$ cat src/rtl/flash_guard_pkg.sv
package flash_guard_pkg;

  localparam int ADDR_W   = 25;
  localparam int PAGE_LSB = 12;
  localparam int PAGE_W   = ADDR_W - PAGE_LSB;

  typedef struct packed {
    logic              wp;
    logic [PAGE_W-1:0] last_pg;
    logic              rp;
    logic [PAGE_W-1:0] first_pg;
  } range_t;

  // Unpack the 32-bit register image into the stored fields.
  function automatic range_t decode_range(input logic [31:0] w);
    range_t r;
    r.first_pg = w[PAGE_W-1:0];
    r.rp       = w[15];
    r.last_pg  = w[16 +: PAGE_W];
    r.wp       = w[31];
    return r;
  endfunction

  // Rebuild the register image; bits that are not stored read as zero.
  function automatic logic [31:0] encode_range(input range_t r);
    logic [31:0] w;
    w = '0;
    w[PAGE_W-1:0]   = r.first_pg;
    w[15]           = r.rp;
    w[16 +: PAGE_W] = r.last_pg;
    w[31]           = r.wp;
    return w;
  endfunction

  // Inclusive page-window test; an inverted window covers nothing.
  function automatic logic page_in_window(input logic [PAGE_W-1:0] pg,
                                          input range_t r);
    return (r.last_pg >= r.first_pg) && (pg >= r.first_pg) && (pg <= r.last_pg);
  endfunction

endpackage

$ cat src/rtl/flash_guard_regs.sv
module flash_guard_regs
  import flash_guard_pkg::*;
#(
  parameter int NUM_RANGES = 5,
  parameter int IDX_W      = 3
) (
  input  logic                      clk,
  input  logic                      rst_n,
  input  logic                      cfg_we,
  input  logic [IDX_W-1:0]          cfg_idx,
  input  logic [31:0]               cfg_wdata,
  output logic [31:0]               cfg_rdata,
  input  logic                      lock_req,
  output logic                      lock_q,
  output range_t [NUM_RANGES-1:0]   ranges
);

  range_t [NUM_RANGES-1:0] ranges_q;
  logic                    wr_accept;
  logic                    idx_valid;
  logic                    unused_wbits;

  assign idx_valid    = (32'(cfg_idx) < NUM_RANGES);
  assign wr_accept    = cfg_we && idx_valid && !lock_q;
  assign unused_wbits = ^{cfg_wdata[30:29], cfg_wdata[14:13]};

  always_ff @(posedge clk or negedge rst_n) begin
    if (!rst_n) begin
      lock_q <= 1'b0;
    end else if (lock_req) begin
      lock_q <= 1'b1;
    end
  end

  for (genvar i = 0; i < NUM_RANGES; i++) begin : g_slot
    always_ff @(posedge clk or negedge rst_n) begin
      if (!rst_n) begin
        ranges_q[i] <= '0;
      end else if (wr_accept && (32'(cfg_idx) == i)) begin
        ranges_q[i] <= decode_range(cfg_wdata);
      end
    end
  end

  always_comb begin
    cfg_rdata = '0;
    for (int i = 0; i < NUM_RANGES; i++) begin
      if (32'(cfg_idx) == i) cfg_rdata = encode_range(ranges_q[i]);
    end
  end

  assign ranges = ranges_q;

  // once locked, the stored windows never move
  assert_locked_frozen_R6: assert property (@(posedge clk) disable iff (!rst_n)
    lock_q |=> $stable(ranges_q));

  // lockdown is sticky until reset
  assert_lock_sticky_R7: assert property (@(posedge clk) disable iff (!rst_n)
    lock_q |=> lock_q);

  // an out-of-range index reads zero
  assert_bad_idx_zero_R1: assert property (@(posedge clk) disable iff (!rst_n)
    !idx_valid |-> (cfg_rdata == 32'd0));

endmodule

$ cat src/rtl/flash_guard_match.sv
module flash_guard_match
  import flash_guard_pkg::*;
#(
  parameter int NUM_RANGES = 5
) (
  input  logic                    clk,
  input  logic                    rst_n,
  input  range_t [NUM_RANGES-1:0] ranges,
  input  logic [ADDR_W-1:0]       req_addr,
  output logic                    wr_block,
  output logic                    rd_block
);

  logic [PAGE_W-1:0]     req_page;
  logic [NUM_RANGES-1:0] covers;
  logic [NUM_RANGES-1:0] wr_hit;
  logic [NUM_RANGES-1:0] rd_hit;
  logic                  unused_offset;

  assign req_page      = req_addr[ADDR_W-1:PAGE_LSB];
  assign unused_offset = ^req_addr[PAGE_LSB-1:0];

  for (genvar i = 0; i < NUM_RANGES; i++) begin : g_win
    assign covers[i] = page_in_window(req_page, ranges[i]);
    assign wr_hit[i] = covers[i] && ranges[i].wp;
    assign rd_hit[i] = covers[i] && ranges[i].rp;

    // inverted window never produces a hit
    assert_empty_window_R4: assert property (@(posedge clk) disable iff (!rst_n)
      (ranges[i].last_pg < ranges[i].first_pg) |-> !(wr_hit[i] || rd_hit[i]));

    // a hit of a type needs that type's enable
    assert_hit_needs_enable_R5: assert property (@(posedge clk) disable iff (!rst_n)
      (wr_hit[i] |-> ranges[i].wp) and (rd_hit[i] |-> ranges[i].rp));
  end

  assign wr_block = |wr_hit;
  assign rd_block = |rd_hit;

endmodule

$ cat src/rtl/flash_guard_verdict.sv
module flash_guard_verdict (
  input  logic clk,
  input  logic rst_n,
  input  logic req_valid,
  input  logic req_write,
  input  logic wr_block,
  input  logic rd_block,
  output logic rsp_valid,
  output logic rsp_grant,
  output logic rsp_deny_wr,
  output logic rsp_deny_rd
);

  logic deny_now;

  assign deny_now = req_write ? wr_block : rd_block;

  always_ff @(posedge clk or negedge rst_n) begin
    if (!rst_n) begin
      rsp_valid   <= 1'b0;
      rsp_grant   <= 1'b0;
      rsp_deny_wr <= 1'b0;
      rsp_deny_rd <= 1'b0;
    end else begin
      rsp_valid   <= req_valid;
      rsp_grant   <= req_valid && !deny_now;
      rsp_deny_wr <= req_valid && deny_now && req_write;
      rsp_deny_rd <= req_valid && deny_now && !req_write;
    end
  end

  // verdict follows the request by one cycle
  assert_rsp_timing_R8: assert property (@(posedge clk) disable iff (!rst_n)
    req_valid |=> rsp_valid);

  assert_rsp_quiet_R8: assert property (@(posedge clk) disable iff (!rst_n)
    !rsp_valid |-> !(rsp_grant || rsp_deny_wr || rsp_deny_rd));

  assert_rsp_onehot_R8: assert property (@(posedge clk) disable iff (!rst_n)
    rsp_valid |-> ($countones({rsp_grant, rsp_deny_wr, rsp_deny_rd}) == 1));

  // deny reason matches the access type of the request
  assert_reason_type_R2: assert property (@(posedge clk) disable iff (!rst_n)
    req_valid && req_write |=> !rsp_deny_rd);

  assert_reason_type_R3: assert property (@(posedge clk) disable iff (!rst_n)
    req_valid && !req_write |=> !rsp_deny_wr);

endmodule

$ cat src/rtl/flash_guard.sv
module flash_guard
  import flash_guard_pkg::*;
#(
  parameter int NUM_RANGES = 5,
  parameter int IDX_W      = $clog2(NUM_RANGES + 1)
) (
  input  logic              clk,
  input  logic              rst_n,
  input  logic              cfg_we,
  input  logic [IDX_W-1:0]  cfg_idx,
  input  logic [31:0]       cfg_wdata,
  output logic [31:0]       cfg_rdata,
  input  logic              lock_req,
  output logic              lock_q,
  input  logic              req_valid,
  input  logic              req_write,
  input  logic [ADDR_W-1:0] req_addr,
  output logic              rsp_valid,
  output logic              rsp_grant,
  output logic              rsp_deny_wr,
  output logic              rsp_deny_rd
);

  range_t [NUM_RANGES-1:0] ranges;
  logic                    wr_block;
  logic                    rd_block;

  flash_guard_regs #(.NUM_RANGES(NUM_RANGES), .IDX_W(IDX_W)) u_regs (
    .clk       (clk),
    .rst_n     (rst_n),
    .cfg_we    (cfg_we),
    .cfg_idx   (cfg_idx),
    .cfg_wdata (cfg_wdata),
    .cfg_rdata (cfg_rdata),
    .lock_req  (lock_req),
    .lock_q    (lock_q),
    .ranges    (ranges)
  );

  flash_guard_match #(.NUM_RANGES(NUM_RANGES)) u_match (
    .clk      (clk),
    .rst_n    (rst_n),
    .ranges   (ranges),
    .req_addr (req_addr),
    .wr_block (wr_block),
    .rd_block (rd_block)
  );

  flash_guard_verdict u_verdict (
    .clk         (clk),
    .rst_n       (rst_n),
    .req_valid   (req_valid),
    .req_write   (req_write),
    .wr_block    (wr_block),
    .rd_block    (rd_block),
    .rsp_valid   (rsp_valid),
    .rsp_grant   (rsp_grant),
    .rsp_deny_wr (rsp_deny_wr),
    .rsp_deny_rd (rsp_deny_rd)
  );

endmodule

$ cat config.mk
export PLATFORM = sky130hd
export DESIGN_NAME = flash_guard
export DESIGN_NICKNAME = d
export VERILOG_FILES = /design/src/rtl/flash_guard_pkg.sv /design/src/rtl/flash_guard_regs.sv /design/src/rtl/flash_guard_match.sv /design/src/rtl/flash_guard_verdict.sv /design/src/rtl/flash_guard.sv
export SDC_FILE = /design/constraint.sdc
export NUM_CORES = 1
export LEC_CHECK = 0
export BUFFER_PORTS_ARGS = -buffer_cell sky130_fd_sc_hd__buf_4
export CAP_MARGIN = 10
export CORE_MARGIN = 2
export CORE_UTILIZATION = 30
export DETAILED_ROUTE_END_ITERATION = 10
export GPL_TIMING_DRIVEN = 1
export HOLD_SLACK_MARGIN = 0.06
export SYNTH_ARGS = -nofsm -noshare
export SYNTH_HDL_FRONTEND = slang
export SYNTH_HIERARCHICAL = 1
export SYNTH_SLANG_ARGS = --single-unit
$ cat constraint.sdc
create_clock -name clk -period 3.6 [get_ports clk]
set_clock_uncertainty 0.15 [all_clocks]
set_input_delay 0.18 -clock clk [delete_from_list [all_inputs] [get_ports clk]]
set_output_delay 0.18 -clock clk [all_outputs]
set_load 0.02 [all_outputs]
== After elaboration in Yosys (flattened, before gate mapping) ==
Index checks and enable logic that the tools add are counted.

* Flip-flop bits (word level): 145
* Bits of input ports: 66
* Output and inout bits: 37
* Logic and storage cells: 88

* Magnitude comparators: 16
* Equality and inequality tests: 4
* Muxes and demuxes: 6
* Reduce and logical (&&, ||, !) cells: 37

{| class="wikitable"
|+ Operator list
! cell !! number
|-
| 2-to-1 mux 32 bit || 5
|-
| >= comparator 13 bit || 10
|-
| <= comparator 13 bit || 5
|-
| logical AND 1 bit || 31
|-
| OR reduction 5 bit || 2
|-
| == test 3 x 2 -> 1 bit, second input constant || 2
|-
| == test 3 x 1 -> 1 bit, second input constant || 1
|-
| == test 3 bit, second input constant || 1
|-
| zero test 1 bit || 3
|-
| zero test 3 bit || 1
|-
| less-than comparator 3 bit, second input constant || 1
|-
| 2-to-1 mux 1 bit || 1
|}

== Logic depth before layout (Yosys ltp) ==
* Depth after elaboration: 8
* Gate-level depth with buffers: 11
* Mapped depth without buffers: 11

== Hierarchy ==
Netlist, hierarchy kept.

{| class="wikitable"
|+ Modules (own cells, without submodules)
! module !! instances !! cells each !! area each (sq um) !! sequential area each (sq um)
|-
| flash_guard_regs || 1 || 471 || 6,339.8 || 3,528.4
|-
| flash_guard_match || 1 || 593 || 4,549.4 || 0.0
|-
| flash_guard_verdict || 1 || 9 || 131.4 || 100.1
|}

== Worst setup path after synthesis ==
OpenSTA, ideal clock, no wires.

* Path type: reg-to-reg
* Start: reg u_regs.ranges_q, in the netlist u_regs/ranges[109]
* End: reg u_verdict.rsp_grant
* Library setup time: 0.119 ns
* Arrival time: 2.074 ns
* Data required time: 3.331 ns
* Setup slack: 1.257 ns
* Stages on the path, launching flop included: 10
* Path buffers: 0
* Clock period less this slack: 2.343 ns
* Cell sequence: dfrtp_1 -> inv_1 -> ha_1 -> nand4_1 -> or4_1 -> a222oi_1 -> a22oi_1 -> nand4_1 -> mux2i_1 -> and2_1

* Longest elaborated chain between the ends: 8
* Elaborated cells between the ends (all ways): 11
* Those cells by class: 2 x order compare; 1 x mux; 8 x reduce/logical

{| class="wikitable"
|+ RTL lines
! element !! RTL line !! text
|-
| start, declared || flash_guard_regs.sv:18 || <nowiki>range_t [NUM_RANGES-1:0] ranges_q;</nowiki>
|-
| start signal, assigned by index || flash_guard_regs.sv:40 || <nowiki>ranges_q[i] <= decode_range(cfg_wdata);</nowiki>
|-
| >= comparator 13 bit || flash_guard_pkg.sv:38 || <nowiki>return (r.last_pg >= r.first_pg) && (pg >= r.first_pg) && (pg <= r.last_pg);</nowiki>
|-
| logical AND 1 bit || flash_guard_pkg.sv:38 ||
|-
| logical AND 1 bit (*) || flash_guard_pkg.sv:38 ||
|-
| logical AND 1 bit (*) || flash_guard_match.sv:26 || <nowiki>assign rd_hit[i] = covers[i] && ranges[i].rp;</nowiki>
|-
| OR reduction 5 bit (*) || flash_guard_match.sv:38 || <nowiki>assign rd_block = |rd_hit;</nowiki>
|-
| via rd_block || flash_guard.sv:26 || <nowiki>logic rd_block;</nowiki>
|-
| 2-to-1 mux 1 bit (*) || flash_guard_verdict.sv:16 || <nowiki>assign deny_now = req_write ? wr_block : rd_block;</nowiki>
|-
| zero test 1 bit (*) || flash_guard_verdict.sv:26 || <nowiki>rsp_grant <= req_valid && !deny_now;</nowiki>
|-
| logical AND 1 bit (*) || flash_guard_verdict.sv:26 ||
|-
| end signal, assigned || flash_guard_verdict.sv:26 ||
|-
| end, declared || flash_guard_verdict.sv:9 || <nowiki>output logic rsp_grant,</nowiki>
|}

The timed path passes the listed nets; every way through them passes the cells marked *.
A chain may end at the register's enable or synchronous reset.

== Worst setup path in the final report ==
* Start: reg u_regs.ranges_q, in the netlist u_regs/ranges[54]
* End: reg u_verdict.rsp_grant

Same word-level chain as after synthesis.

==> flow_summary.json <==
{
  "synth_top_family_by_area": "adder cells",
  "clock-sinks": 145,
  "synthesis.area_um2": 11000,
  "cts_buffers": 17,
  "maxSlewHeadroom_pct": 49.6,
  "clk_pin_slew_ps": 60,
  "slowest_delay_ps": 510,
  "cp_max_fo": 4,
  "io_buffers": 82,
  "critPathBufInv": 1,
  "dp_hpwl_mm": 25.4,
  "syn_area_per_cell_um2": 10.3,
  "final_util_pct": 36.0,
  "timing.critical_path.mode_cell": "nand4_1",
  "cp_cell_sequence": "inv_1 -> ha_1 -> nand4_1 -> nor3_1 -> nor4bb_1 -> a31oi_1 -> a211oi_1 -> a22oi_1 -> nand4_1 -> mux2i_1 -> and2_1",
  "yosys-mux-area-fraction_pct": 17.4,
  "ys_async_sr_fraction_pct": 100,
  "drtIter0Drc": 613,
  "synth_cell_types": 59,
  "synthTopCellsByArea": "dfrtp_1 33%, ha_1 22%, mux2_2 15%, inv_1 4.5%, a21o_1 2.7%",
  "dpl_worst_slack_ps": 633,
  "dr.pass1.iters": 6,
  "yosys_warnings": 6,
  "setup_ws_ps": 554,
  "cp_top_family": "simple AND/OR/NAND/NOR gates",
  "p_per_area_nw_per_um2": 345,
  "r2r_cells": 11,
  "tns_ps": 0,
  "place_congestion": 0.906,
  "cts_setup_buffers": 0,
  "cp-start-kind": "register",
  "maxCapViolCount": 0,
  "insertion_delay_ps": 420,
  "synthFlopType": "dfrtp_1",
  "status": "completed",
  "start_util_pct": 30.2,
  "critical_path_class": "reg -> reg",
  "first_global_vias": 9183,
  "netlist_top_cells_count": "195 x ha_1, 147 x mux2_2, 145 x dfrtp_1",
  "tightest_slew_ps": 756,
  "hold_class": "in -> async",
  "grt_antenna_before_repair": 0,
  "drc": 0,
  "p_leak_nw": 6.29,
  "cts-root-buf": "clkbuf_16",
  "endpoint_kind": "register",
  "nets": 1445,
  "cts_buffer_depth": 2,
  "synth_xor_area_share_pct": 0,
  "syn2layout_area_growth_pct": 18.9,
  "cts_tree": "done",
  "num_vias": 8848,
  "synth_cells": 1073,
  "final-hold-violation-count": 0,
  "final_max_slew_viol_count": 0,
  "slowest_stage": "a211oi_1",
  "postPlaceCellArea_um2": 12200,
  "fill_cells": 3704,
  "yosysTopAreaCell": "dfrtp_1",
  "h-tree-depth": 4,
  "die_y_um": 196,
  "via_per_inst": 5.32,
  "routedWlPerCell_um": 20.5,
  "grt_first_pass_wirelength_mm": 52.5,
  "max_freq_ghz": 0.328,
  "synthSimpleGateAreaFrac_pct": 8.42,
  "synth_compound_area_share_pct": 12.9,
  "ir_drop_uv": 268,
  "grt-ovfl-total": 0,
  "dieArea_um2": 38300,
  "rows": 70,
  "track_usage_pct": 18.0,
  "core_um2": 36400,
  "arrival_ps": 3210,
  "fin_area_um2": 13100,
  "synth_edf_count": 0,
  "cp.depth": 11,
  "synthAdderAreaFrac_pct": 22.1,
  "setup_viol": 0,
  "ys_seq_area_share_pct": 32.9,
  "dieWidth_um": 196,
  "fin_crit_sh_pct": 84.6,
  "finalWirelength_mm": 34.1,
  "synth_top_area_share_pct": 32.9,
  "ios": 103,
  "yosys.cell_count.top_type": "ha_1",
  "post-route-min-period_ps": 3050,
  "grt_max_degree": 75,
  "required_ps": 3770,
  "rsz0062_at_grt": "false",
  "antenna_left": 0,
  "drive_gt1_share_pct": 23.7,
  "n_antenna_cell": 0,
  "synth.ff_latch_count": 145
}
stage by stage:
step	hold WS, ps	std cells	power (mW)
floorplan	-266	1076	2.25
finish	200	1663	4.52
detailed placement	120	1601	2.62
CTS	230	1663	4.55
global route	256	1663	4.72
global placement	112	1601	2.59
sequential cells by signal, summed over array words and instances (netlist names):
register	flops
u_regs/ranges	140
u_verdict/rsp_deny_rd	1
u_regs/lock_q	1
u_verdict/rsp_valid	1
u_verdict/rsp_deny_wr	1
u_verdict/rsp_grant	1
path summary, 6_finish.rpt:
| check | startpoint | endpoint | slack, ps |
|---|---|---|---|
| worst max-delay path | u_regs/ranges[54] | u_verdict/rsp_grant | 550 |
| worst min-delay path | rst_n | u_regs/ranges[13] | 200 |
| worst max register to register | u_regs/ranges[54] | u_verdict/rsp_grant | 550 |
| worst min register to register | u_regs/ranges[113] | u_regs/ranges[113] | 360 |
| max in group asynchronous | rst_n | u_regs/ranges[101] | 2260 |
| min in group clk | req_valid | u_verdict/rsp_valid | 280 |
layout make-up:
type                            count  area, um2  area share, %
Multi-Input combinational cell    761       6720           51.3
Sequential cell                   145       3630           27.7
Timing Repair Buffer              127       1050           8.01
Tap cell                          468        586           4.47
Inverter                          132        495           3.78
Clock buffer                       20        467           3.56
Clock inverter                     10        159           1.21
repair_timing:
item	in CTS	in global routing
hold endpoints to repair	218	0
hold buffers	32	0
gates resized for setup	0	0
power breakdown:
part / switching, mW / leakage (nW) / internal (mW)
sequential: 0.0631 / 1.98 / 1.69
clock: 0.690 / 0.304 / 1.20
combinational: 0.497 / 4.01 / 0.374
total: 1.25 / 6.29 / 3.27
metal layers:
layer | up-vias | track usage, % | share of wire (%)
li1 | 4133 | - | -
met3 | 62 | 3.85 | 6.6
met5 | - | 0 | 0
met4 | 0 | 6.54 | 3.1
met1 | 4355 | 24.4 | 46
met2 | 298 | 28.5 | 44
placed cells by master (no fill, tap or decap), drive strengths merged, types with 5 or more instances in the layout:
cell type	n
ha	195
nand2	53
nand3	16
nand4	28
inv	132
o21ai	18
a21oi	49
mux2	167
a32oi	27
and4	5
nor2b	10
a211oi	9
clkbuf	20
buf	95
dfrtp	145
dlygate4sd3	32
a21o	40
a31oi	31
nand2b	7
o31ai	5
nor2	46
kinds of logic after synthesis:
kind of cell,after synthesis
fa+ha+maj,195
simple gates,185
other cells,1
flops,145
mux,169
buf+inv,170
compound gates,208
Note: power is estimated with default switching activity, not from simulation.
